File: src/rtl/nf_pkg.sv
package nf_pkg;
  typedef enum logic [1:0] {
    NF_ASYNC_LO = 2'd0,
    NF_ASYNC_HI = 2'd1,
    NF_PHYS_LO  = 2'd2,
    NF_PHYS_HI  = 2'd3
  } nf_reg_e;

  localparam int NF_NUM_REGS = 4;

  typedef struct packed {
    logic accept;
    logic route_phys;
    logic ack_suppress;
  } nf_dec_t;
endpackage

File: src/rtl/nf_filt_reg.sv
module nf_filt_reg #(
  parameter int W = 32
) (
  input  logic         clk,
  input  logic         rst_n,
  input  logic         set_hit,
  input  logic [W-1:0] set_bits,
  input  logic         clr_hit,
  input  logic [W-1:0] clr_bits,
  output logic [W-1:0] q
);
  logic [W-1:0] set_mask, clr_mask;

  assign set_mask = set_hit ? set_bits : '0;
  assign clr_mask = clr_hit ? clr_bits : '0;

  // clear applied first, set ORed after: set wins on a shared bit
  always_ff @(posedge clk or negedge rst_n) begin
    if (!rst_n) q <= '0;
    else        q <= (q & ~clr_mask) | set_mask;
  end

  p_set_bits_r2: assert property (@(posedge clk) disable iff (!rst_n)
    set_hit |=> ((q & $past(set_bits)) == $past(set_bits)));

  p_clear_bits_r3: assert property (@(posedge clk) disable iff (!rst_n)
    (clr_hit && !set_hit) |=> ((q & $past(clr_bits)) == '0));

  p_untouched_r2: assert property (@(posedge clk) disable iff (!rst_n)
    (!set_hit && !clr_hit) |=> $stable(q));
endmodule

File: src/rtl/nf_locality.sv
module nf_locality #(
  parameter int BUS_W = 10
) (
  input  logic [BUS_W-1:0] bus_id,
  input  logic [BUS_W-1:0] local_bus_id,
  output logic             is_local
);
  logic own_alias, own_match;

  assign own_alias = &bus_id;
  assign own_match = (bus_id == local_bus_id);
  assign is_local  = own_alias || own_match;
endmodule

File: src/rtl/nf_match.sv
module nf_match
  import nf_pkg::*;
#(
  parameter int NODE_W = 6,
  parameter int REG_W  = 32
) (
  input  logic [REG_W-1:0]  async_lo,
  input  logic [REG_W-1:0]  async_hi,
  input  logic [REG_W-1:0]  phys_lo,
  input  logic [REG_W-1:0]  phys_hi,
  input  logic              is_local,
  input  logic [NODE_W-1:0] node,
  input  logic              phys,
  output nf_dec_t           dec
);
  localparam int IDX_W = $clog2(REG_W);

  logic [IDX_W-1:0] bit_sel;
  logic             upper_half, bcast;
  logic             async_bit, phys_bit, remote_phys_ok;

  assign bit_sel        = node[IDX_W-1:0];
  assign upper_half     = node[NODE_W-1];
  assign bcast          = &node;
  assign remote_phys_ok = phys_hi[REG_W-1];

  always_comb begin
    async_bit = upper_half ? async_hi[bit_sel] : async_lo[bit_sel];
    phys_bit  = upper_half ? phys_hi[bit_sel]  : phys_lo[bit_sel];
    if (bcast) begin
      async_bit = 1'b0;
      phys_bit  = 1'b0;
    end
  end

  always_comb begin
    if (is_local) begin
      dec.accept     = async_bit;
      dec.route_phys = phys && async_bit && phys_bit;
    end else if (phys) begin
      dec.accept     = remote_phys_ok;
      dec.route_phys = remote_phys_ok;
    end else begin
      dec.accept     = 1'b1;
      dec.route_phys = 1'b0;
    end
    dec.ack_suppress = !dec.accept;
  end

  always_comb begin
    if (is_local && bcast) a_bcast_r5: assert (!dec.accept);
  end
endmodule

File: src/rtl/node_rx_filter.sv
module node_rx_filter
  import nf_pkg::*;
#(
  parameter int NODE_W = 6,
  parameter int BUS_W  = 10,
  parameter int REG_W  = 32
) (
  input  logic              clk,
  input  logic              rst_n,
  input  logic [BUS_W-1:0]  local_bus_id,
  input  logic              set_we,
  input  logic [1:0]        set_idx,
  input  logic [REG_W-1:0]  set_data,
  input  logic              clr_we,
  input  logic [1:0]        clr_idx,
  input  logic [REG_W-1:0]  clr_data,
  input  logic [1:0]        rd_idx,
  output logic [REG_W-1:0]  rd_data,
  input  logic              req_valid,
  output logic              req_ready,
  input  logic [BUS_W-1:0]  req_bus,
  input  logic [NODE_W-1:0] req_node,
  input  logic              req_phys,
  output logic              dec_valid,
  input  logic              dec_ready,
  output logic              dec_accept,
  output logic              dec_route_phys,
  output logic              dec_ack_suppress
);
  logic [REG_W-1:0] filt [NF_NUM_REGS];

  for (genvar i = 0; i < NF_NUM_REGS; i++) begin : g_reg
    nf_filt_reg #(.W(REG_W)) u_reg (
      .clk      (clk),
      .rst_n    (rst_n),
      .set_hit  (set_we && (set_idx == i[1:0])),
      .set_bits (set_data),
      .clr_hit  (clr_we && (clr_idx == i[1:0])),
      .clr_bits (clr_data),
      .q        (filt[i])
    );
  end

  assign rd_data = filt[rd_idx];

  logic    is_local;
  nf_dec_t dec_d, dec_q;
  logic    take;

  nf_locality #(.BUS_W(BUS_W)) u_loc (
    .bus_id       (req_bus),
    .local_bus_id (local_bus_id),
    .is_local     (is_local)
  );

  nf_match #(.NODE_W(NODE_W), .REG_W(REG_W)) u_match (
    .async_lo (filt[NF_ASYNC_LO]),
    .async_hi (filt[NF_ASYNC_HI]),
    .phys_lo  (filt[NF_PHYS_LO]),
    .phys_hi  (filt[NF_PHYS_HI]),
    .is_local (is_local),
    .node     (req_node),
    .phys     (req_phys),
    .dec      (dec_d)
  );

  assign req_ready = !dec_valid || dec_ready;
  assign take      = req_valid && req_ready;

  always_ff @(posedge clk or negedge rst_n) begin
    if (!rst_n) begin
      dec_valid <= 1'b0;
      dec_q     <= '0;
    end else if (take) begin
      dec_valid <= 1'b1;
      dec_q     <= dec_d;
    end else if (dec_ready) begin
      dec_valid <= 1'b0;
    end
  end

  assign dec_accept       = dec_q.accept;
  assign dec_route_phys   = dec_q.route_phys;
  assign dec_ack_suppress = dec_q.ack_suppress;

  p_latency_r11: assert property (@(posedge clk) disable iff (!rst_n)
    (req_valid && req_ready) |=> dec_valid);

  p_hold_r12: assert property (@(posedge clk) disable iff (!rst_n)
    (dec_valid && !dec_ready) |=> (dec_valid && $stable(dec_q)));

  p_stall_r12: assert property (@(posedge clk) disable iff (!rst_n)
    (dec_valid && !dec_ready) |-> !req_ready);

  p_route_acc_r10: assert property (@(posedge clk) disable iff (!rst_n)
    (dec_valid && dec_route_phys) |-> dec_accept);

  p_suppress_r10: assert property (@(posedge clk) disable iff (!rst_n)
    dec_valid |-> (dec_ack_suppress != dec_accept));
endmodule

File: config.mk
export PLATFORM = sky130hd
export DESIGN_NAME = node_rx_filter
export DESIGN_NICKNAME = d
export VERILOG_FILES = /design/src/rtl/nf_pkg.sv /design/src/rtl/nf_filt_reg.sv /design/src/rtl/nf_locality.sv /design/src/rtl/nf_match.sv /design/src/rtl/node_rx_filter.sv
export SDC_FILE = /design/constraint.sdc
export NUM_CORES = 1
export LEC_CHECK = 0
export ABC_CLOCK_PERIOD_IN_PS = 4700
export BUFFER_PORTS_ARGS = -buffer_cell sky130_fd_sc_hd__buf_2
export CAP_MARGIN = 20
export CORE_UTILIZATION = 50
export DETAILED_ROUTE_END_ITERATION = 6
export GPL_TIMING_DRIVEN = 0
export PLACE_DENSITY = 0.8
export SYNTH_ARGS = -nofsm -noshare
export SYNTH_HDL_FRONTEND = slang
export SYNTH_SLANG_ARGS = --single-unit
File: constraint.sdc
create_clock -name clk -period 4.7 [get_ports clk]
set_input_delay 0.235 -clock clk [delete_from_list [all_inputs] [get_ports clk]]
set_output_delay 0.235 -clock clk [all_outputs]
set_load 0.05 [all_outputs]
## Yosys cells after proc, flatten, opt, wreduce, memory -nomap -nowiden

Cells that the tools add are included.

| operators by class | value |
|---|---|
| equal/unequal tests | 7 |
| mux-type cells | 27 |
| bitwise gates (word level) | 13 |
| reductions and logical operators | 20 |
| order comparisons | 2 |

Operators with widths:

| operator | number |
|---|---|
| $mux 32 | 10 |
| $and 32x32->32 | 4 |
| $not 32->32 | 4 |
| $or 32x32->32 | 4 |
| $bmux 32 s2 | 1 |
| $bmux 1 s5 | 4 |
| $logic_and 1x1->1 | 11 |
| $eq 10x10->1 | 1 |
| $mux 1 | 10 |
| $reduce_and 10->1 | 1 |
| $eq 2x2->1 const B | 4 |
| $lt 5x6->1 const B | 1 |
| $reduce_and 6->1 | 1 |
| $eq 2x1->1 const B | 2 |
| $logic_not 2->1 | 2 |
| $mux 2 | 2 |
| $ge 3x3->1 const B | 1 |
| $not 2->3 | 1 |
| $logic_not 1->1 | 2 |
| $logic_or 1x1->1 | 2 |
| $reduce_bool 2->1 | 1 |

| word-level totals | value |
|---|---|
| input port bits | 103 |
| flip-flop bits (word level) | 132 |
| word-level logic and storage cells | 77 |
| output and inout port bits | 37 |

## Longest topological paths before layout

| logic depth | value |
|---|---|
| depth after elaboration | 8 |
| depth in mapped cells | 9 |
| gate-level depth less buffers | 6 |

## By module

Synthesis repeated with hierarchy kept, for this count alone.

| second synthesis, totals | value |
|---|---|
| cell total of the unflattened synthesis | 593 |
| area, all modules | 7305.8 sq um |

By module, submodules not included:

| module | instances | area each (sq um) | cells each | seq. area each (sq um) |
|---|---|---|---|---|
| nf_filt_reg | 4 | 1249.9 | 102 | 800.8 |
| nf_match | 1 | 1147.4 | 108 | 0.0 |
| node_rx_filter | 1 | 1024.7 | 59 | 100.1 |
| nf_locality | 1 | 133.9 | 18 | 0.0 |

## Least setup slack after synthesis

No wires, ideal clock.

| timing path | value |
|---|---|
| path kind | input -> register |
| from | in req_node[0] |
| to | reg dec_q, in the netlist dec_route_phys |
| arrival time | 1719 ps |
| setup time | 129 ps |
| required time | 4571 ps |
| path slack | 2852 ps |
| buffers on the path | 1 |
| stages on the path | 7 |
| path through | buf_6 > mux4_2 > mux2i_1 > o32ai_1 > or4_4 > nand3_1 > o31ai_1 |

| between the ends | value |
|---|---|
| cells in the longest elaborated chain, start to end | 7 |
| elaborated cells on any way between the ends | 16 |
| those cells by class | mux: 13; reduce/logical: 3 |

RTL lines:

| element | line | source |
|---|---|---|
| from (decl) | node_rx_filter.sv:22 | `input logic [NODE_W-1:0] req_node,` |
| $bmux 1 s5 | nf_match.sv:28 | `async_bit = upper_half ? async_hi[bit_sel] : async_lo[bit_sel];` |
| $mux 1 (not written as such) | nf_match.sv:28 |  |
| $mux 1 | nf_match.sv:28 |  |
| $mux 1 | nf_match.sv:30 | `if (bcast) begin` |
| $logic_and 1x1->1 | nf_match.sv:39 | `dec.route_phys = phys && async_bit && phys_bit;` |
| $logic_and 1x1->1 (*) | nf_match.sv:39 |  |
| $mux 2 (*) | nf_match.sv:37 | `if (is_local) begin` |
| to (signal assigned) | node_rx_filter.sv:73 | `dec_q <= '0;` |
| to (signal assigned) | node_rx_filter.sv:76 | `dec_q <= dec_d;` |
| to (decl) | node_rx_filter.sv:47 | `nf_dec_t dec_d, dec_q;` |

Every way passes the cells marked *; elsewhere a longest branch is shown, timed or not. The select of a mux whose other input is x is not followed.
A chain may end at the register's enable or synchronous reset.

## Worst setup path in the final report

| timing path | value |
|---|---|
| from | reg g_reg[0].u_reg.q[7] |
| to | reg dec_q, in the netlist dec_route_phys |

| between the ends | value |
|---|---|
| cells in the longest elaborated chain, start to end | 7 |

RTL lines:

| element | line | source |
|---|---|---|
| from (decl) | nf_filt_reg.sv:10 | `output logic [W-1:0] q` |
| from (signal assigned) | nf_filt_reg.sv:20 | `else q <= (q & ~clr_mask) \| set_mask;` |
| $bmux 1 s5 | nf_match.sv:28 |  |
| $mux 1 (not written as such) | nf_match.sv:28 |  |
| $mux 1 | nf_match.sv:28 |  |
| $mux 1 | nf_match.sv:30 |  |
| $logic_and 1x1->1 (2 in a row) | nf_match.sv:39 |  |
| $mux 2 | nf_match.sv:37 |  |

No other way between the ends. The select of a mux whose other input is x is not followed.

==> metrics.md <==
| Metric | Value |
|---|---|
| Warnings, synthesis | 0 |
| Average instance area after synthesis | 12.19 um2 |
| Predominant post-synthesis flop cell | sky130_fd_sc_hd__dfrtp_1 |
| Dominant cell by count in the synthesized netlist | sky130_fd_sc_hd__nand2_1 |
| IO Port Bufs | 136 |
| Flip-flop and latch count after synthesis | 132 |
| Wire length of the first global-routing pass | 36,120 um |
| Area of the core | 13,930 um2 |
| Summed negative setup slack over all endpoints | 0 ns |
| Final-layout fill cell count | 1,042 |
| Setup crit end kind | flip-flop |
| HPWL after DPL | 15,950 um |
| Global placer's final weighted congestion | 0.9249 |
| Final slew viol count | 0 |
| Worst setup SP type | flip-flop |
| Setup-failing EPs final | 0 |
| GRT Overall Usage | 33.39% |
| Path type of the worst setup path | flip-flop to flip-flop |
| Number of optimization iterations in the first detailed-route pass | 7 |
| Cell Area, Synth | 7168 um2 |
| Largest cells by area after synthesis | sky130_fd_sc_hd__dfrtp_1 46%, sky130_fd_sc_hd__mux4_2 19%, sky130_fd_sc_hd__a22o_1 16% |
| DR iter-0 viols | 776 |
| I/O pin total | 140 |
| Post-synth EDFFs | 0 |
| Nets in the synthesized netlist | 691 |
| Routed Wire Length | 23,170 um |
| Number of post-CTS setup repair buffers | 0 |
| Combinational family with the most area after synthesis | multiplexers |
| Critical path required time | 5.01 ns |
| Share of the synthesized netlist area taken by xor and xnor gates | 1.222% |
| Tmin final | 2.018 ns |
| Synth area leader | sky130_fd_sc_hd__dfrtp_1 |
| Cell at the root of the clock tree | sky130_fd_sc_hd__clkbuf_16 |
| Routed via count | 6,408 |
| Peak clock frequency supported by timing | 495.6 MHz |
| Via-per-instance ratio | 6.839 |
| Max rail drop VDD | 0.0002871 V |
| Initial antenna violation count | 1 |
| Worst skew pair latency | 0.43 ns |
| Area post-placement | 8108 um2 |
| Area share of the largest cell type after synthesis | 46.08% |
| Hold-fix buffer count after cts | 1 |
| Starting density of the core | 51.44% |
| Final standard cell utilization of the core | 62.05% |
| Width of the die | 121.7 um |
| Worst slew margin relative to its limit | 40.84% |
| Count of H-tree levels built during CTS | 4 |
| Failing checks | DRC |
| RSZ-0062 raised after global routing | no |
| Vias in the first global route | 6,389 |
| Cell Pwr Density | 449.5 nW/um2 |
| Clock Sink Count | 132 |
| Die Y-Extent | 121.7 um |
| Fraction of registers with async set/reset | 100.0% |
| Post-synth cell types | 38 |
| Fraction of layout instances using a drive strength above 1 | 31.75% |
| Maximum net fanout on the critical path | 3 |
| Hold crit path type | primary input to flip-flop |
| Area occupied by registers | 3303 um2 |
| Final net count | 848 |
| Area fraction in compound gates after synthesis | 17.59% |
| Worst setup skew after layout | 0.006461 ns |
| Leakage | 3.891 nW |
| Post-CTS Resized | 0 |
| Max-cap violations | 0 |
| Simple-gate share of the synthesized area | 10.53% |
| Cell area after layout | 8647 um2 |
| Number of placement rows | 43 |
| Wire length per cell | 24.73 um |
| Combined area of the multi-input logic cells | 3633 um2 |
| Final hold violation count | 0 |
| Overflow left after global routing | 0 |
| Area Overhead vs Synth | 20.63% |
| Outcome | finished with violations |
| Synthesized netlist cell count | 588 |
| Portion of netlist area occupied by mux cells | 21.35% |
| Arrival time of data at the critical path endpoint | 2.33 ns |
| Final cycle utilization of the critical path | 42.93% |
| Slew @ Worst Pin | 0.8855 ns |
| Total die area | 14,820 um2 |
| Max clock buf depth | 2 |
| Commonest cells in the synthesized netlist | 139 x sky130_fd_sc_hd__nand2_1, 132 x sky130_fd_sc_hd__dfrtp_1, 129 x sky130_fd_sc_hd__a22o_1 |
| Area share of fa/ha/maj cells after synthesis | 0% |
| Residual antenna-violating net count after detailed routing | 0 |
| Pin count of the biggest net entering global routing | 91 |
| DRC errors left | 1 |
| Number of CTS-inserted buffers | 17 |
| Share of synthesized area occupied by flip-flops and latches | 46.08% |
| TritonCTS clock tree | done |
| Clock transition at the register clock pins on the worst setup and hold paths after CTS | 0.06 ns |
-- worst max-delay path, cell delays in order (launching register included) --
cell	delay, ns
sky130_fd_sc_hd__dfrtp_1	0.41
sky130_fd_sc_hd__mux4_2	0.51
sky130_fd_sc_hd__mux2i_1	0.19
sky130_fd_sc_hd__o32ai_1	0.10
sky130_fd_sc_hd__or4_4	0.51
sky130_fd_sc_hd__nand3_1	0.11
sky130_fd_sc_hd__o31ai_1	0.07
-- worst paths after layout --
| kind | start | endpoint | slack [ns] | depth (start not counted) |
|---|---|---|---|---|
| max in group asynchronous | rst_n | g_reg[1].u_reg.q[10]$_DFF_PN0_ | 3.63 | 3 |
| min reg2reg | dec_ack_suppress$_DFFE_PN0P_ | dec_ack_suppress$_DFFE_PN0P_ | 0.50 | 1 |
| max | g_reg[0].u_reg.q[7]$_DFF_PN0_ | dec_route_phys$_DFFE_PN0P_ | 2.68 | 6 |
| max reg2reg | g_reg[0].u_reg.q[7]$_DFF_PN0_ | dec_route_phys$_DFFE_PN0P_ | 2.68 | 6 |
| min | req_valid | dec_valid$_DFFE_PN0P_ | 0.02 | 2 |
| min in group asynchronous | rst_n | g_reg[3].u_reg.q[22]$_DFF_PN0_ | 0.29 | 2 |
-- cells in the final DEF, fill, tap and decap left out, types with 2 or more instances in the layout --
cell type                   netlist  layout
sky130_fd_sc_hd__buf_2            5     140
sky130_fd_sc_hd__nand2_1        139     139
sky130_fd_sc_hd__dfrtp_1        132     132
sky130_fd_sc_hd__a22o_1         129     129
sky130_fd_sc_hd__mux4_2          62      62
sky130_fd_sc_hd__clkbuf_1        31      36
sky130_fd_sc_hd__clkbuf_16        0      17
sky130_fd_sc_hd__xor2_1          10      10
sky130_fd_sc_hd__nor2_1           9       9
sky130_fd_sc_hd__mux2i_1          7       7
sky130_fd_sc_hd__nor3_1           6       6
sky130_fd_sc_hd__buf_6            5       6
sky130_fd_sc_hd__nand3_1          5       5
sky130_fd_sc_hd__clkinv_2         0       5
sky130_fd_sc_hd__nor3b_1          4       4
sky130_fd_sc_hd__a31oi_1          4       4
sky130_fd_sc_hd__a21oi_1          4       4
sky130_fd_sc_hd__and3_1           3       3
sky130_fd_sc_hd__buf_1            3       3
sky130_fd_sc_hd__nand2b_1         3       3
sky130_fd_sc_hd__and3b_1          2       2
sky130_fd_sc_hd__nor4_1           2       2
sky130_fd_sc_hd__nand4_1          2       2
sky130_fd_sc_hd__buf_4            2       2
sky130_fd_sc_hd__mux4_1           2       2
sky130_fd_sc_hd__o31ai_1          2       2
sky130_fd_sc_hd__o211ai_1         2       2
sky130_fd_sc_hd__clkbuf_8         0       2
-- registers in the layout (all words and copies together), names as in the netlist --
register / flops
dec_route_phys: 1
dec_ack_suppress: 1
dec_valid: 1
dec_accept: 1
g.u_reg.q: 128
-- layout make-up --
class                   count  area share (%)
multi-input cells         408           42.02
flip-flops and latches    132           38.20
repair buffers            138           8.378
clock buffers              24           5.455
well taps                 180           2.605
plain buffers              46           2.590
clock inverters             6          0.6367
inverters                   2         0.08682
diodes                      1         0.02894
-- report_power, final --
part / total (W) / internal (W) / switching (W)
clock network: 0.00122 / 0.000743 / 0.000473
logic: 0.00109 / 0.000481 / 0.000609
registers: 0.00158 / 0.00136 / 0.000222
-- routing by layer --
layer  vias up  GRT usage (%)  wire, um
li1       2593              -         -
met1      3173          45.66      8627
met2       553          50.36     10770
met3        89          9.082      2973
met4         0          14.43       806
met5         -              0         0
-- logic make-up (layout without fill, tap and decap cells) --
| logic type | Yosys count | after routing |
|---|---|---|
| buffers and inverters | 48 | 216 |
| and+or+nand+nor | 179 | 179 |
| other | 0 | 1 |
| DFF | 132 | 132 |
| muxes | 72 | 72 |
| AOI/OAI and AO/OA | 147 | 147 |
| xor gates and xnor gates | 10 | 10 |
-- metrics by stage --
stage / cells / total power, W / hold slack (ns) / worst slack (ns)
final: 937 / 0.003887 / 0.02235 / 2.682
after global routing: 937 / 0.004009 / 0.01917 / 2.596
after CTS: 936 / 0.003867 / 0.02035 / 2.676
after detailed placement: 905 / 0.002653 / 0.1820 / 2.402
after global placement: 904 / 0.002613 / 0.4665 / 1.743
after floorplan: 588 / 0.002283 / -0.06059 / 2.852
(Power assumes the default switching activity.)
